<file path="config.mk">
export PLATFORM = sky130hd
export DESIGN_NAME = swi_sequencer
export DESIGN_NICKNAME = d
export VERILOG_FILES = /design/src/rtl/swi_pkg.sv /design/src/rtl/swi_arbiter.sv /design/src/rtl/swi_issue.sv /design/src/rtl/swi_flag_stack.sv /design/src/rtl/swi_sequencer.sv
export SDC_FILE = /design/constraint.sdc
export NUM_CORES = 1
export LEC_CHECK = 0
export BUFFER_PORTS_ARGS = -buffer_cell sky130_fd_sc_hd__clkbuf_2
export CORE_ASPECT_RATIO = 2
export CORE_UTILIZATION = 54
export DETAILED_ROUTE_END_ITERATION = 7
export PLACE_DENSITY = 0.77
export SLEW_MARGIN = 25
export SYNTH_ARGS = -nofsm -noshare
export SYNTH_HDL_FRONTEND = slang
export SYNTH_SLANG_ARGS = --single-unit
</file>
<file path="constraint.sdc">
create_clock -name clk -period 1.8 [get_ports clk]
set_clock_uncertainty 0.1 [all_clocks]
set_input_delay 0 -clock clk [delete_from_list [all_inputs] [get_ports clk]]
set_output_delay 0 -clock clk [all_outputs]
set_load 0.02 [all_outputs]
</file>
<file path="src/rtl/swi_pkg.sv">
// Shared constants and types for the software interrupt sequencer.
// Assumes a 6-bit interrupt number; fixed traps use identifiers just above it.
package swi_pkg;
    localparam int NUM_W = 6;
    localparam int VEC_W = NUM_W + 1;
    localparam logic [VEC_W-1:0] VEC_UNDEF = VEC_W'(1 << NUM_W);
    localparam logic [VEC_W-1:0] VEC_OVF   = VEC_W'((1 << NUM_W) + 1);
    localparam logic [VEC_W-1:0] VEC_BRK   = VEC_W'((1 << NUM_W) + 2);

    // One request: the identifier and whether it switches to the interrupt stack.
    typedef struct packed {
        logic             save;
        logic [VEC_W-1:0] vec;
    } swi_req_t;

    // One entry frame: occupied, restores on return, saved flag value.
    typedef struct packed {
        logic valid;
        logic saved;
        logic flag;
    } flag_frame_t;
endpackage

</file>
<file path="src/rtl/swi_arbiter.sv">
// Fixed-order selection among trap pulses arriving in one cycle.
// Assumes pulses are single-cycle; purely combinational.
module swi_arbiter
    import swi_pkg::*;
(
    input  logic             trap_undef_i,
    input  logic             trap_ovf_i,
    input  logic             trap_brk_i,
    input  logic             trap_int_i,
    input  logic [NUM_W-1:0] int_num_i,
    input  logic             ovf_flag_i,
    output logic             cand_v_o,
    output swi_req_t         cand_o
);
    // Pick the winner: undefined, live overflow, breakpoint, numbered.
    always_comb begin
        cand_v_o = 1'b1;
        cand_o   = '{save: 1'b1, vec: VEC_UNDEF};
        if (trap_undef_i) begin
            cand_o.vec = VEC_UNDEF;
        end else if (trap_ovf_i && ovf_flag_i) begin
            cand_o.vec = VEC_OVF;
        end else if (trap_brk_i) begin
            cand_o.vec = VEC_BRK;
        end else if (trap_int_i) begin
            cand_o.vec  = {1'b0, int_num_i};
            cand_o.save = ~int_num_i[NUM_W-1];
        end else begin
            cand_v_o = 1'b0;
        end
    end
endmodule

</file>
<file path="src/rtl/swi_issue.sv">
// Presents requests to the core one at a time with a one-entry waiting slot.
// Assumes no new trap while busy and the slot is already full.
module swi_issue
    import swi_pkg::*;
(
    input  logic     clk,
    input  logic     rst_n,
    input  logic     cand_v_i,
    input  swi_req_t cand_i,
    input  logic     ack_i,
    output logic     req_o,
    output swi_req_t cur_o,
    output logic     issue_o,
    output logic     issue_save_o,
    output logic     free_o,
    output logic     slot_v_o
);
    logic     busy_q;
    logic     slot_v_q;
    swi_req_t slot_q;
    logic     req_q;
    swi_req_t cur_q;
    swi_req_t next_req;

    // The core can take a request when idle or acknowledging this cycle.
    assign free_o = ~busy_q | ack_i;

    // Waiting slot takes precedence over a fresh candidate.
    always_comb begin
        next_req     = slot_v_q ? slot_q : cand_i;
        issue_o      = free_o & (slot_v_q | cand_v_i);
        issue_save_o = next_req.save;
    end

    // Track busy state, the waiting slot and the presented request.
    always_ff @(posedge clk) begin
        if (!rst_n) begin
            busy_q   <= 1'b0;
            slot_v_q <= 1'b0;
            slot_q   <= '0;
            req_q    <= 1'b0;
            cur_q    <= '0;
        end else begin
            req_q <= issue_o;
            if (issue_o) begin
                cur_q  <= next_req;
                busy_q <= 1'b1;
            end else if (ack_i) begin
                busy_q <= 1'b0;
            end
            if (issue_o && slot_v_q) begin
                slot_v_q <= cand_v_i;
                slot_q   <= cand_i;
            end else if (!free_o && cand_v_i && !slot_v_q) begin
                slot_v_q <= 1'b1;
                slot_q   <= cand_i;
            end
        end
    end

    assign req_o    = req_q;
    assign cur_o    = cur_q;
    assign slot_v_o = slot_v_q;
endmodule

</file>
<file path="src/rtl/swi_flag_stack.sv">
// Last-in-first-out store of entry frames holding the saved user-stack flag.
// Assumes push and pop never occur in the same cycle; full push drops oldest.
module swi_flag_stack
    import swi_pkg::*;
#(
    parameter int DEPTH = 4
) (
    input  logic        clk,
    input  logic        rst_n,
    input  logic        push_i,
    input  flag_frame_t push_frame_i,
    input  logic        pop_i,
    output flag_frame_t top_o
);
    localparam int LAST = DEPTH - 1;

    flag_frame_t frame_q [DEPTH];

    for (genvar g = 0; g < DEPTH; g++) begin : g_level
        flag_frame_t from_above;
        flag_frame_t from_below;
        if (g == 0) begin : g_head
            assign from_above = push_frame_i;
        end else begin : g_body
            assign from_above = frame_q[g-1];
        end
        if (g == LAST) begin : g_tail
            assign from_below = '0;
        end else begin : g_inner
            assign from_below = frame_q[g+1];
        end
        // Shift toward the bottom on push, toward the top on pop.
        always_ff @(posedge clk) begin
            if (!rst_n) begin
                frame_q[g] <= '0;
            end else if (push_i) begin
                frame_q[g] <= from_above;
            end else if (pop_i) begin
                frame_q[g] <= from_below;
            end
        end
    end

    assign top_o = frame_q[0];
endmodule

</file>
<file path="src/rtl/swi_sequencer.sv">
// Software interrupt request sequencer: selects trap requests, presents them
// to the core and drives the stack-select flag across entry and return.
// Assumes ret_i never coincides with a request cycle.
module swi_sequencer
    import swi_pkg::*;
#(
    parameter int DEPTH = 4
) (
    input  logic             clk,
    input  logic             rst_n,
    input  logic             trap_undef_i,
    input  logic             trap_ovf_i,
    input  logic             trap_brk_i,
    input  logic             trap_int_i,
    input  logic [NUM_W-1:0] int_num_i,
    input  logic             ovf_flag_i,
    input  logic             user_stk_i,
    input  logic             ack_i,
    input  logic             ret_i,
    output logic             req_o,
    output logic [VEC_W-1:0] vec_o,
    output logic             stk_user_o
);
    logic        cand_v;
    swi_req_t    cand;
    swi_req_t    cur;
    logic        issue;
    logic        issue_save;
    logic        issue_free;
    logic        slot_valid;
    flag_frame_t top;
    flag_frame_t new_frame;

    swi_arbiter u_arb (
        .trap_undef_i(trap_undef_i), .trap_ovf_i(trap_ovf_i),
        .trap_brk_i(trap_brk_i),     .trap_int_i(trap_int_i),
        .int_num_i(int_num_i),       .ovf_flag_i(ovf_flag_i),
        .cand_v_o(cand_v),           .cand_o(cand)
    );

    swi_issue u_issue (
        .clk(clk), .rst_n(rst_n), .cand_v_i(cand_v), .cand_i(cand),
        .ack_i(ack_i), .req_o(req_o), .cur_o(cur), .issue_o(issue),
        .issue_save_o(issue_save), .free_o(issue_free), .slot_v_o(slot_valid)
    );

    // Frame pushed on every entry; only saving entries restore on return.
    assign new_frame = '{valid: 1'b1, saved: issue_save, flag: user_stk_i};

    swi_flag_stack #(.DEPTH(DEPTH)) u_stack (
        .clk(clk), .rst_n(rst_n), .push_i(issue), .push_frame_i(new_frame),
        .pop_i(ret_i), .top_o(top)
    );

    // Choose restored, forced or pass-through stack selection.
    always_comb begin
        if (ret_i) begin
            stk_user_o = (top.valid && top.saved) ? top.flag : user_stk_i;
        end else if (req_o && cur.save) begin
            stk_user_o = 1'b0;
        end else begin
            stk_user_o = user_stk_i;
        end
    end

    assign vec_o = cur.vec;
endmodule

</file>
# --- After elaboration in Yosys (flattened, before gate mapping) ---
# Memories as Yosys holds them, arrays and structs flattened.
# Cells that the tools add are included.
word_totals:
  register_bits: 19
  ramBits: 12
  inputBits: 16
  output_inout_bits: 9
  wordCells: 68
  memories: 1
op_classes:
  n_mux: 37
  n_bitwise: 13
  n_reduce_logical: 10
memory_table:
  columns: ["memory", "words", "width", "read_ports", "rd_ports_with_merged_regs", "write_ports", "line_no", "rtl"]
  rows:
  - ["u_stack.frame_q", 4, 3, 4, 0, 4, "swi_flag_stack.sv:17", "flag_frame_t frame_q [DEPTH];"]
op_table:
  columns: ["op", "count"]
  rows:
  - ["8-bit 2-to-1 mux", 4]
  - ["3-bit 2-to-1 mux", 8]
  - ["1-bit 2-to-1 mux", 22]
  - ["7-bit 2-to-1 mux", 3]
  - ["1-bit bitwise OR", 10]
  - ["1-bit logical AND", 6]
  - ["2-bit nonzero test", 2]
  - ["1-bit logical NOT", 2]
  - ["1-bit inverter", 2]
  - ["1-bit bitwise AND", 1]

# --- Logic depth before layout (Yosys ltp) ---
depth:
  ltp_word: 11
  mapped_depth: 7
  mapped_depth_nobuf: 4

# --- Modules after synthesis ---
# From an unflattened synthesis, not the netlist that was laid out.
hier_totals:
  cells_unflattened: 140
  hier_area_um2: 1470.2
modules_own_cells:
  columns: ["module", "instances", "cells_per_inst", "area_each_um2", "seq_area_each_um2"]
  rows:
  - ["swi_issue", 1, 87, 827.0, 380.4]
  - ["swi_flag_stack", 1, 32, 520.5, 360.3]
  - ["swi_arbiter", 1, 16, 88.8, 0.0]
  - ["swi_sequencer", 1, 5, 33.8, 0.0]

# --- Least setup slack after synthesis ---
# Ideal clock, no wire load.
synth_timing:
  path_type: "register -> register"
  start: "reg u_issue.slot_v_q (netlist: u_issue.slot_v_o)"
  end: "mem u_stack.frame_q[0][0] (netlist bit) (data pin)"
  setup_time_ns: 0.257
  t_arrival_ns: 1.291
  required_time_ns: 1.443
  slack_ns: 0.152
  path_stages_with_launch: 8
  period_less_slack_ns: 1.648
  cell_sequence: "dfxtp_1 > buf_6 > nor2_4 > and2_1 > o21a_1 > buf_6 > buf_6 > a32o_1"
synth_lines:
  columns: ["item", "line_no", "rtl"]
  rows:
  - ["start: declaration", "swi_issue.sv:19", "logic slot_v_q;"]
  - ["start signal: assignment", "swi_issue.sv:52", "slot_v_q <= cand_v_i;"]
  - ["end: declaration", "swi_flag_stack.sv:17", null]

==> metrics.yaml <==
port_buffers: 24
antenna_cells: 0
rsz0062_at_grt: "false"
cts_tree: "built"
slew_headroom: 0.7092
ios: 25
grt_max_degree: 18
final_cell_mix: "24 x clkbuf_2, 19 x dfxtp_1, 12 x edfxtp_1"
drv_cap: 0
worstMarginPinSlew_ns: 0.4362
synth_seq_cells: 31
cts.root.buffer_cell: "clkbuf_8"
synth_area_sq_um: 1486
wl_per_cell_um: 15.74
routed_wirelength_um: 3070
fmax_mhz: 585.4
finalPower_uw: 1725
die_w_um: 39.10
ys_seq_area_frac: 0.4983
first_pass_iters: 4
cp.arrival_ns: 1.62
drc: 0
fp.dieArea_sq_um: 2979
grt_usage: 0.2354
num_vias: 1170
cts.reportedPaths.clkPinSlew_ns: 0.06
antenna_found_initial: 0
place.gp.congestion: 0.7550
crit_path_max_incr_delay_ns: 0.53
tns_ns: 0
slowest_stage: "dlygate4sd3_1"
hp-class: "in -> reg"
vias_per_cell: 6.000
grt_pass1_vias: 1116
end_kind: "flop"
nNetsFinal: 182
core_sq_um: 2570
critPathLaunchType: "input port"
cts_sinks: 31
drv_slew: 0
cts_buffers: 5
path_class: "in -> reg"
cts_max_level: 2
timing.final.crit_share: 0.9490
post_cts_buffers: 0
critical_path_peak_fanout: 17
status: "completed"
synth_nets: 154
synthCells: 138
worstPathCellList: "dlygate4sd3_1 > clkbuf_2 > a211oi_4 > and2_1 > o21a_1 > buf_4 > nand2b_1"
finalHoldViolations: 0
rows: 26
dp_slack_ns: 0.1945
setup_viol: 0
fp.dieH_um: 76.20
yosys_warnings: 0
worst_slack_ns: 0.09173
peakVddDrop_mv: 1.126
dr.first_iter.drc_count: 54
final_common_cell: "clkbuf_2"
syn_to_final_growth_pct: 18.43
rrSetupSlack_ns: 0.17
worst_skew_pair.late_latency_ns: 0.28
antenna_left: 0
layout-drive-gt1-share: 0.2874
fin_crit_ns: 1.708
gr-total-overflow: 0
start_util: 0.5784
power_per_cell_area_nw_per_um2: 979.9
cts_buffer_depth: 2
critPathRequiredTime_ns: 1.71
yosysUniqueCellTypes: 36
hpwlAfterDp_um: 2168
grt_pass1_wl_um: 4981
syn_area_per_cell_sq_um: 10.77
power_leakage_uw: 0.0007329
==> cell families after synthesis <==
| kind of cell | after synthesis | share of synthesized area |
|---|---|---|
| buf+inv | 19 | 0.09427 |
| mux | 3 | 0.02273 |
| simple gates | 36 | 0.1347 |
| flops | 31 | 0.4983 |
| compound gates | 47 | 0.2332 |
| xor+xnor | 2 | 0.01684 |
==> power breakdown <==
part / switching, uW / internal [uW] / total, uW / leakage [uW]
logic: 120 / 93.7 / 214 / 0.000377
clock network: 262 / 447 / 710 / 0.0000612
registers: 24.6 / 777 / 802 / 0.000295
total: 407 / 1320 / 1730 / 0.000733
==> cells in the mapped netlist <==
cell       n  area [sq um]
o211a_1    1         10.01
o31ai_1    1         7.510
and4b_1    1         10.01
nand2_1   10         37.54
nor2_4     1         11.26
o21ai_0   11         55.05
a21o_1     2         15.01
xnor2_2    1         16.27
nor3b_2    1         12.51
a21oi_1   11         55.05
a311oi_1   1         8.760
nand4_1    1         6.260
clkbuf_1   3         11.26
buf_4     10         75.07
edfxtp_1  12         360.4
buf_6      4         45.04
mux2_2     3         33.78
nand2b_1   3         18.77
and2_1     4         25.02
a22o_1     6         52.55
dfxtp_1   19         380.4
nor2_1     4         15.01
o21a_1     1         7.510
inv_1      1         3.750
or3_1      3         18.77
nand3_1    5         25.02
buf_2      1         5.000
a32o_1     7         70.07
a31o_1     2         17.52
o211ai_1   1         7.510
a211oi_1   1         7.510
a211oi_2   1         12.51
a211oi_4   1         20.02
xor2_1     1         8.760
nand3b_1   1         7.510
nor2b_1    2         12.51
==> timing repair <==
action	in CTS	in global routing
setup endpoints to repair	0	3
hold buffers	7	0
hold endpoints to repair	9	0
gates resized for setup	0	1
==> state kept, by name, indices dropped and copies added (netlist names) <==
name and flops:
u_issue.req_o 1, u_issue.cur_o 8, u_stack.frame_q 12, u_issue.busy_q 1, u_issue.slot_v_o 1, u_issue.slot_q 8
==> final cells by class <==
cell class,count,area [sq um]
fillers,201,809.5
flip-flops and latches,31,740.7
multi-input cells,88,613.1
repair buffers,39,250.2
clock buffers,6,82.58
clock inverters,2,35.03
well taps,28,35.03
inverters,1,3.754
==> layer usage <==
metal / routed length [um] / GRT usage / vias up / part of all wire
met5: 0 / 0 / - / 0
met4: 94 / 0.1276 / 0 / 0.031
met3: 153 / 0.06706 / 11 / 0.050
met2: 1721 / 0.3983 / 49 / 0.56
met1: 1101 / 0.2385 / 550 / 0.36
li1: - / - / 560 / -
==> through the flow <==
step                      hold slack [ns]  utilization  cells  area (sq um)
after floorplan                   0.03341            -    138          1486
after global placement             0.1757       0.6091    180          1565
after detailed placement           0.1795       0.6091    180          1565
after CTS                        0.006229       0.6821    195          1753
after global routing              0.06518       0.6850    195          1760
final                             0.03099       0.6850    195          1760
==> worst max-delay path, delay by kind of cell <==
| family | cells | cell delay [ns] |
|---|---|---|
| buffers and inverters | 3 | 0.88 |
| AO/OA/AOI/OAI | 2 | 0.37 |
| AND/OR/NAND/NOR | 2 | 0.35 |
==> path summary, 6_finish.rpt <==
path,cells past startpoint,start,to
max,7,trap_undef_i,u_stack.frame_q[2][0]$_SDFFCE_PN0P_
min,4,ovf_flag_i,u_issue.slot_q[1]$_SDFFE_PN0P_
max reg2reg,5,u_issue.slot_v_o$_SDFFE_PN0P_,u_stack.frame_q[2][0]$_SDFFCE_PN0P_
min reg2reg,1,u_issue.cur_o[7]$_SDFFE_PN0P_,u_issue.cur_o[7]$_SDFFE_PN0P_
(Power assumes the default switching activity.)
